--- src/rtl/ir_enc_pkg.sv ---
package ir_enc_pkg;
  typedef enum logic {
    ENC_IDLE = 1'b0,
    ENC_SEND = 1'b1
  } enc_state_t;
endpackage

--- src/rtl/enc_tick_gen.sv ---
module enc_tick_gen #(
  parameter int PS_W = 8
) (
  input  logic            clk,
  input  logic            rst_n,
  input  logic            run,
  input  logic [PS_W-1:0] limit,
  output logic            tick
);
  logic [PS_W-1:0] cnt_q;

  assign tick = run && (cnt_q == limit);

  always_ff @(posedge clk) begin
    if (!rst_n)             cnt_q <= '0;
    else if (!run || tick)  cnt_q <= '0;
    else                    cnt_q <= cnt_q + 1'b1;
  end

  // between ticks the divider advances by one each cycle
  a_r4_count_step: assert property (@(posedge clk) disable iff (!rst_n)
    (run && !tick) |=> (cnt_q == PS_W'($past(cnt_q) + 1'b1)));
endmodule

--- src/rtl/enc_bit_seq.sv ---
module enc_bit_seq #(
  parameter int DATA_W = 8,
  parameter int PAT_W  = 4
) (
  input  logic                                  clk,
  input  logic                                  rst_n,
  input  logic                                  load,
  input  logic [DATA_W-1:0]                     word_in,
  input  logic                                  adv,
  output logic                                  cur_bit,
  output logic [((PAT_W > 1) ? $clog2(PAT_W) : 1)-1:0] slot,
  output logic                                  last_slot
);
  localparam int SLOT_W = (PAT_W > 1) ? $clog2(PAT_W) : 1;
  localparam int BIT_W  = (DATA_W > 1) ? $clog2(DATA_W) : 1;
  localparam logic [SLOT_W-1:0] SLOT_MAX = SLOT_W'(PAT_W - 1);
  localparam logic [BIT_W-1:0]  BIT_MAX  = BIT_W'(DATA_W - 1);

  logic [DATA_W-1:0] word_q;
  logic [SLOT_W-1:0] slot_q;
  logic [BIT_W-1:0]  bit_q;
  logic              slot_end;

  assign slot_end  = (slot_q == SLOT_MAX);
  assign cur_bit   = word_q[0];
  assign slot      = slot_q;
  assign last_slot = slot_end && (bit_q == BIT_MAX);

  always_ff @(posedge clk) begin
    if (!rst_n) begin
      word_q <= '0;
      slot_q <= '0;
      bit_q  <= '0;
    end else if (load) begin
      word_q <= word_in;
      slot_q <= '0;
      bit_q  <= '0;
    end else if (adv) begin
      if (slot_end) begin
        slot_q <= '0;
        bit_q  <= bit_q + 1'b1;
        word_q <= word_q >> 1;
      end else begin
        slot_q <= slot_q + 1'b1;
      end
    end
  end

  // the next data bit is presented only after the last pattern bit of the current one
  a_r3_lsb_order: assert property (@(posedge clk) disable iff (!rst_n)
    (adv && !load && slot_end) |=> (word_q == ($past(word_q) >> 1)));
endmodule

--- src/rtl/enc_out_route.sv ---
module enc_out_route #(
  parameter int N_OUT = 2,
  parameter int SEL_W = 1
) (
  input  logic             en,
  input  logic [SEL_W-1:0] sel,
  input  logic             level,
  output logic [N_OUT-1:0] tx
);
  for (genvar g = 0; g < N_OUT; g++) begin : g_pin
    assign tx[g] = en && level && (sel == SEL_W'(g));
  end
endmodule

--- src/rtl/ir_bit_encoder.sv ---
module ir_bit_encoder #(
  parameter int DATA_W = 8,
  parameter int PAT_W  = 4,
  parameter int PS_W   = 8,
  parameter int N_OUT  = 2,
  parameter int SEL_W  = (N_OUT > 1) ? $clog2(N_OUT) : 1
) (
  input  logic               clk,
  input  logic               rst_n,
  input  logic               start,
  input  logic [SEL_W-1:0]   out_sel,
  input  logic [PS_W-1:0]    prescale,
  input  logic [2*PAT_W-1:0] bit_pattern,
  input  logic               data_valid,
  output logic               data_ready,
  input  logic [DATA_W-1:0]  data_word,
  output logic [N_OUT-1:0]   tx,
  output logic               done
);
  import ir_enc_pkg::*;

  localparam int SLOT_W = (PAT_W > 1) ? $clog2(PAT_W) : 1;

  enc_state_t         state_q;
  logic [2*PAT_W-1:0] pat_q;
  logic [PS_W-1:0]    ps_q;
  logic [SEL_W-1:0]   sel_q;

  logic              busy;
  logic              tick;
  logic              cur_bit;
  logic [SLOT_W-1:0] slot;
  logic              last_slot;
  logic              last_tick;
  logic              accept;
  logic [PAT_W-1:0]  pat_sel;
  logic [PAT_W-1:0]  pat_shift;
  logic              level;

  assign busy       = (state_q == ENC_SEND);
  assign last_tick  = busy && tick && last_slot;
  assign done       = last_tick;
  assign data_ready = start && (!busy || last_tick);
  assign accept     = data_valid && data_ready;

  enc_tick_gen #(.PS_W(PS_W)) u_tick (
    .clk   (clk),
    .rst_n (rst_n),
    .run   (busy),
    .limit (ps_q),
    .tick  (tick)
  );

  enc_bit_seq #(.DATA_W(DATA_W), .PAT_W(PAT_W)) u_seq (
    .clk       (clk),
    .rst_n     (rst_n),
    .load      (accept),
    .word_in   (data_word),
    .adv       (busy && tick),
    .cur_bit   (cur_bit),
    .slot      (slot),
    .last_slot (last_slot)
  );

  always_ff @(posedge clk) begin
    if (!rst_n) begin
      state_q <= ENC_IDLE;
      pat_q   <= '0;
      ps_q    <= '0;
      sel_q   <= '0;
    end else if (accept) begin
      state_q <= ENC_SEND;
      pat_q   <= bit_pattern;
      ps_q    <= prescale;
      sel_q   <= out_sel;
    end else if (busy && tick && (!start || last_slot)) begin
      state_q <= ENC_IDLE;
    end
  end

  assign pat_sel   = cur_bit ? pat_q[2*PAT_W-1:PAT_W] : pat_q[PAT_W-1:0];
  assign pat_shift = pat_sel << slot;
  assign level     = pat_shift[PAT_W-1];

  enc_out_route #(.N_OUT(N_OUT), .SEL_W(SEL_W)) u_route (
    .en    (busy),
    .sel   (sel_q),
    .level (level),
    .tx    (tx)
  );

  // nothing on the pins outside a message
  a_r1_idle_quiet: assert property (@(posedge clk) disable iff (!rst_n)
    !busy |-> (tx == '0 && !done));
  // no acceptance without start
  a_r2_ready_needs_start: assert property (@(posedge clk) disable iff (!rst_n)
    data_ready |-> start);
  // at most one pin is driven
  a_r5_single_pin: assert property (@(posedge clk) disable iff (!rst_n)
    $onehot0(tx));
  // completion is a single-cycle pulse
  a_r6_done_pulse: assert property (@(posedge clk) disable iff (!rst_n)
    done |=> !done);
  // a word taken at completion keeps the block busy
  a_r7_chain: assert property (@(posedge clk) disable iff (!rst_n)
    (done && data_valid && start) |=> busy);
  // start low at a pattern-bit boundary ends the message
  a_r8_abort: assert property (@(posedge clk) disable iff (!rst_n)
    (busy && tick && !start) |=> !busy);
  // configuration holds for the whole message
  a_r9_cfg_hold: assert property (@(posedge clk) disable iff (!rst_n)
    (busy && !$past(accept)) |-> $stable(pat_q) && $stable(ps_q) && $stable(sel_q));
endmodule

--- config.mk ---
export PLATFORM = sky130hd
export DESIGN_NAME = ir_bit_encoder
export DESIGN_NICKNAME = d
export VERILOG_FILES = /design/src/rtl/ir_enc_pkg.sv /design/src/rtl/enc_tick_gen.sv /design/src/rtl/enc_bit_seq.sv /design/src/rtl/enc_out_route.sv /design/src/rtl/ir_bit_encoder.sv
export SDC_FILE = /design/constraint.sdc
export NUM_CORES = 1
export LEC_CHECK = 0
export ABC_AREA = 1
export BUFFER_PORTS_ARGS = -buffer_cell sky130_fd_sc_hd__clkbuf_2
export CAP_MARGIN = 0
export CORE_ASPECT_RATIO = 1.4
export CORE_MARGIN = 10
export CORE_UTILIZATION = 35
export DETAILED_ROUTE_END_ITERATION = 6
export GPL_TIMING_DRIVEN = 0
export PLACE_DENSITY = 0.53
export SKIP_LAST_GASP = 1
export SLEW_MARGIN = 20
export SYNTH_ARGS = -nofsm -noshare
export SYNTH_HDL_FRONTEND = slang
export SYNTH_SLANG_ARGS = --single-unit
export TNS_END_PERCENT = 10
--- constraint.sdc ---
create_clock -name clk -period 4.7 [get_ports clk]
set_clock_uncertainty 0.1 [all_clocks]
set_input_delay 0.235 -clock clk [delete_from_list [all_inputs] [get_ports clk]]
set_output_delay 0.235 -clock clk [all_outputs]
set_load 0.1 [all_outputs]
======== Word level (Yosys, flattened, before mapping) ========
Cells that the tools add are included.
operators by class
  $add $sub $neg .......................... 3
  reductions and logical operators ........ 22
  multiplexer cells ....................... 7
  equality and inequality tests ........... 3
  bitwise operators ....................... 2
  shift-type cells ........................ 1
operator list
  kind                 number
  $mux 8               3
  $logic_and 1x1->1    10
  $add 8x1->8 const B  1
  $eq 8x8->1           1
  $reduce_bool 2->1    3
  $mux 4               1
  $reduce_and 2->1     2
  $reduce_or 2->1      2
  $shl 4x2->4          1
  $add 3x1->3 const B  1
  $eq 3x3->1 const B   1
  $logic_or 1x1->1     3
  $add 2x1->2 const B  1
  $eq 2x2->1 const B   1
  $logic_not 1->1      2
  $mux 1               2
  $mux 2               1
  $not 1->1            2
storage, ports and cells
  input bits .............................. 29
  logic and storage cells ................. 46
  register bits ........................... 39
  output and inout bits ................... 4

======== Longest topological paths before layout ========
  word-level depth ........................ 9
  depth in mapped cells ................... 13
  depth with buffers taken out ............ 13

======== Hierarchy ========
From an unflattened synthesis, not the netlist that was laid out.
unflattened totals
  cells, all modules ...................... 339
  area total of the unflattened synthesis .. 2223.4 sq um
by module, submodules not included
  module          instances  seq. area each (sq um)  area an instance (sq um)  cells an instance
  ir_bit_encoder  1          360.3                   1042.2                    174
  enc_bit_seq     1          260.2                   654.4                     87
  enc_tick_gen    1          160.2                   511.7                     74
  enc_out_route   1          0.0                     15.0                      4

======== Worst setup path after synthesis ========
Ideal clock, no wire load.
  path type ............................... reg-to-output
  from .................................... register u_tick.cnt_q[5]
  to ...................................... output done
  data arrival time ....................... 2.212 ns
  data required time ...................... 4.365 ns
  path buffers ............................ 0
  path slack .............................. 2.153 ns
  cell stages (with the launch flop) ...... 9
  cell sequence ........................... dfxtp_1 nand2_1 nand2_1 nand2_1 nor2_2 nand2_2 nor2_2 inv_1 nor2_1
between the ends
  cells in the longest elaborated chain, start to end .. 4
ends and longest elaborated chain
  element                          RTL line              source
  start, declared                  enc_tick_gen.sv:10    logic [PS_W-1:0] cnt_q;
  start signal, assigned           enc_tick_gen.sv:17    else cnt_q <= cnt_q + 1'b1;
  $eq 8x8->1                       enc_tick_gen.sv:12    assign tick = run && (cnt_q == limit);
  $logic_and 1x1->1                enc_tick_gen.sv:12
  $logic_and 1x1->1 (2 in series)  ir_bit_encoder.sv:41  assign last_tick = busy && tick && last_slot;
  end, declared                    ir_bit_encoder.sv:18  output logic done
Every way passes these cells.

======== Final worst setup path ========
  from .................................... register u_tick.cnt_q[2]
  to ...................................... output data_ready
between the ends
  cells in the longest elaborated chain, start to end .. 6
ends and longest elaborated chain
  element                          RTL line              source
  $eq 8x8->1                       enc_tick_gen.sv:12
  $logic_and 1x1->1                enc_tick_gen.sv:12
  $logic_and 1x1->1 (2 in series)  ir_bit_encoder.sv:41
  $logic_or 1x1->1                 ir_bit_encoder.sv:43  assign data_ready = start && (!busy || last_tick);
  $logic_and 1x1->1                ir_bit_encoder.sv:43
  end, declared                    ir_bit_encoder.sv:15  output logic data_ready,
Every way passes these cells.

==> impl_metrics.py <==
metrics = {
    "worst_setup_path": {
        "critPathCaptureType": "output port",
        "crit_slowest_cell": "clkbuf_2",
        "critical_path.top_delay_family": "buffers and inverters",
        "arrival_ns": 2.20,
        "critical_path_class": "reg2out",
        "r2r-start": "u_tick.cnt_q[2]",
        "path_buf_inv": 3,
        "reg2reg_slack_ns": 2.83,
        "critical_path.max_fanout": 10,
        "path_cells": "xnor2_1 -> nand2_1 -> nor2_1 -> nand2_2 -> o21bai_4 -> and2_1 -> buf_4 -> buf_6 -> clkbuf_2",
        "start_kind": "register",
        "r2r-end": "u_seq.word_q[0]",
        "critical_path_required_ns": 4.37,
        "cp_slowest_stage_delay_ns": 0.46,
        "reg2regPathDepth": 10,
    },
    "yosys": {
        "ys_warn_count": 0,
        "syn_area_per_cell_um2": 7.23,
        "async_flop_share_pct": 0,
        "ys_seq_elements": 39,
        "syn_inst": 260,
        "synth-seq-area-share_pct": 41.5,
        "syn_nets": 293,
        "ys.flop_type": "dfxtp_1",
        "synth_edf_count": 0,
        "synth_cell_types": 30,
        "syn_area_um2": 1880,
    },
    "global_route": {
        "grt_use_total_pct": 11.2,
        "grt_pass1_vias": 1816,
        "grt.overflow.total": 0,
        "grt.busiest_layer": "met2",
        "antenna_found_initial": 0,
        "gr-usage-met2_pct": 18.9,
        "grt_max_degree": 12,
        "grt_pass1_wl_um": 7870,
        "use_met3_pct": 3.68,
        "global_route.usage.met1_pct": 12.5,
    },
    "sta": {
        "final.period_utilization_pct": 53.9,
        "tns_ns": 0,
        "finalMaxSlewViolations": 0,
        "slew_headroom_pct": 64.0,
        "rsz0062_at_grt": "no",
        "setup_viol_count_final": 0,
        "setup_ws_ns": 2.17,
        "tightest_slew_ns": 0.543,
        "min_period_ns": 2.53,
        "fmax_ghz": 0.395,
        "hold_viol": 0,
        "whs_ns": 0.0828,
    },
    "drt": {
        "wl_per_cell_um": 12.5,
        "via_per_inst": 4.70,
        "vias": 1715,
        "drt-total-wl_um": 4580,
        "dr.pass1.iters": 4,
        "drtIter0Drc": 75,
        "drtAntennaViolNets": 0,
        "drc": 0,
    },
    "cts": {
        "htreeDepth": 2,
        "clkSinkCount": 39,
        "post_cts_resized": 0,
        "cts_tree": "yes",
        "insertion_delay_ns": 0.29,
        "numCtsBuffers": 5,
        "cts_root_buf": "clkbuf_8",
        "post_cts_buffers": 0,
        "path_clk_slew_ns": 0.08,
        "cts_max_path_buffers": 2,
        "postCtsHoldBufs": 0,
    },
    "hold_path": {
        "min_path_cells": 3,
        "hold-path-endpoint": "ps_q[1]",
        "min_from": "prescale[1]",
        "hold_path_class": "in2reg",
    },
    "power": {
        "leakagePower_nw": 0.946,
        "vdd_ir_drop_max_mv": 0.168,
        "p_seq_share_pct": 50.6,
        "p_comb_share_pct": 13.3,
        "clkPwrFrac_pct": 36.2,
        "intPower_mw": 0.513,
        "p_total_mw": 0.697,
        "p_sw_mw": 0.184,
        "switching_share_pct": 26.3,
        "power.density_nw_per_um2": 314,
    },
    "cells_and_area": {
        "fin_cells": 365,
        "syn_to_final_growth_pct": 18.0,
        "fin_nets": 331,
        "antenna_cells": 0,
        "post-route-util_pct": 42.7,
        "fin_area_um2": 2220,
        "drive_above_1_share_pct": 18.1,
    },
    "placement": {
        "place_ws_ns": 2.44,
        "place_area_um2": 2120,
        "portBuffers": 31,
        "gp_congestion": 0.756,
        "dpl.hpwl_um": 3400,
        "place_inst": 357,
    },
    "floorplan": {
        "start_util_pct": 36.2,
        "core_area_um2": 5200,
        "pin_count": 33,
        "die_w_um": 82.0,
        "die_area_um2": 8750,
        "row_count": 31,
        "die_y_um": 107,
    },
    "run": {
        "maxCapViolations": 0,
    },
    "run_status": {
        "status": "completed",
    },
}
[state kept, by name, indices dropped and copies added, names as in the netlist]
| name | flops |
|---|---|
| busy | 1 |
| pat_q | 8 |
| sel_q | 1 |
| ps_q | 8 |
| u_seq.slot | 2 |
| u_seq.word_q | 8 |
| u_tick.cnt_q | 8 |
| u_seq.bit_q | 3 |
[cells by family after synthesis]
group	count (synthesis)	synth area share (%)
AO/OA/AOI/OAI	42	12.5
XOR/XNOR	6	2.79
adder cells (fa/ha/maj)	4	2.66
buffers and inverters	37	9.11
flip-flops	39	41.5
AND/OR/NAND/NOR	132	31.4
[power by group through the flow]
stage	Sequential [mW]	Clock [mW]	Combinational [mW]
5_1_grt	0.354	0.274	0.105
3_3_place_gp	0.360	0	0.0929
6_report	0.352	0.252	0.0923
4_1_cts	0.352	0.261	0.0942
3_5_place_dp	0.360	0	0.0939
2_1_floorplan	0.358	0	0.0664
[placed cells by master (no fill, tap or decap), types with 2 or more instances in the layout]
| cell type | Yosys | routed |
|---|---|---|
| nor2_2 | 2 | 2 |
| o21ai_0 | 4 | 4 |
| buf_6 | 3 | 3 |
| inv_1 | 22 | 22 |
| a21oi_1 | 32 | 32 |
| buf_2 | 5 | 5 |
| nand4_1 | 9 | 9 |
| dfxtp_1 | 39 | 39 |
| clkbuf_8 | 0 | 7 |
| nor3b_1 | 3 | 3 |
| clkbuf_2 | 0 | 31 |
| clkbuf_1 | 4 | 5 |
| ha_1 | 4 | 4 |
| nand2_1 | 71 | 71 |
| nor2_1 | 15 | 15 |
| xnor2_1 | 5 | 5 |
| nand3_1 | 27 | 27 |
[worst max path at each step]
stage,depth (start not counted),start,slack [ns],to
floorplan,8,u_tick.cnt_q[5],2.15,done
global placement,9,u_tick.cnt_q[2],2.45,data_ready
detailed placement,9,u_tick.cnt_q[2],2.44,data_ready
CTS,9,u_tick.cnt_q[2],2.12,data_ready
global route,10,u_tick.cnt_q[0],2.01,data_ready
finish,9,u_tick.cnt_q[2],2.17,data_ready
[worst reg2reg max path, delay by kind of cell, from the launching register on]
kind / cells / cell delay, ns
DFF: 1 / 0.39
xor gates and xnor gates: 1 / 0.13
AOI/OAI and AO/OA: 2 / 0.20
and+or+nand+nor: 5 / 0.53
buffers and inverters: 2 / 0.39
[per-layer routing]
layer / vias to the layer above / share of wire, %
li1: 926 / -
met1: 753 / 45
met2: 31 / 48
met3: 5 / 5.5
met4: 0 / 1.5
met5: - / 0
[layout make-up]
| cell class | count | area [um2] |
|---|---|---|
| Timing Repair Buffer | 31 | 155 |
| Multi-Input combinational cell | 184 | 928 |
| Sequential cell | 39 | 781 |
| Buffer | 13 | 81.3 |
| Inverter | 24 | 90.1 |
| Tap cell | 66 | 82.6 |
| Clock buffer | 8 | 100 |
| Fill cell | 576 | 2980 |
[synth_stat cells, types with 2 or more instances]
| library cell | n | share of area (%) |
|---|---|---|
| nand2_1 | 71 | 14 |
| buf_2 | 5 | 1.3 |
| inv_1 | 22 | 4.4 |
| a21oi_1 | 32 | 8.5 |
| xnor2_1 | 5 | 2.3 |
| nor3b_1 | 3 | 1.2 |
| nand4_1 | 9 | 3.0 |
| clkbuf_1 | 4 | 0.80 |
| dfxtp_1 | 39 | 42 |
| o21ai_0 | 4 | 1.1 |
| nand3_1 | 27 | 7.2 |
| nor2_1 | 15 | 3.0 |
| ha_1 | 4 | 2.7 |
| buf_6 | 3 | 1.8 |
| nor2_2 | 2 | 0.67 |
Note: power is estimated with default switching activity, not from simulation.
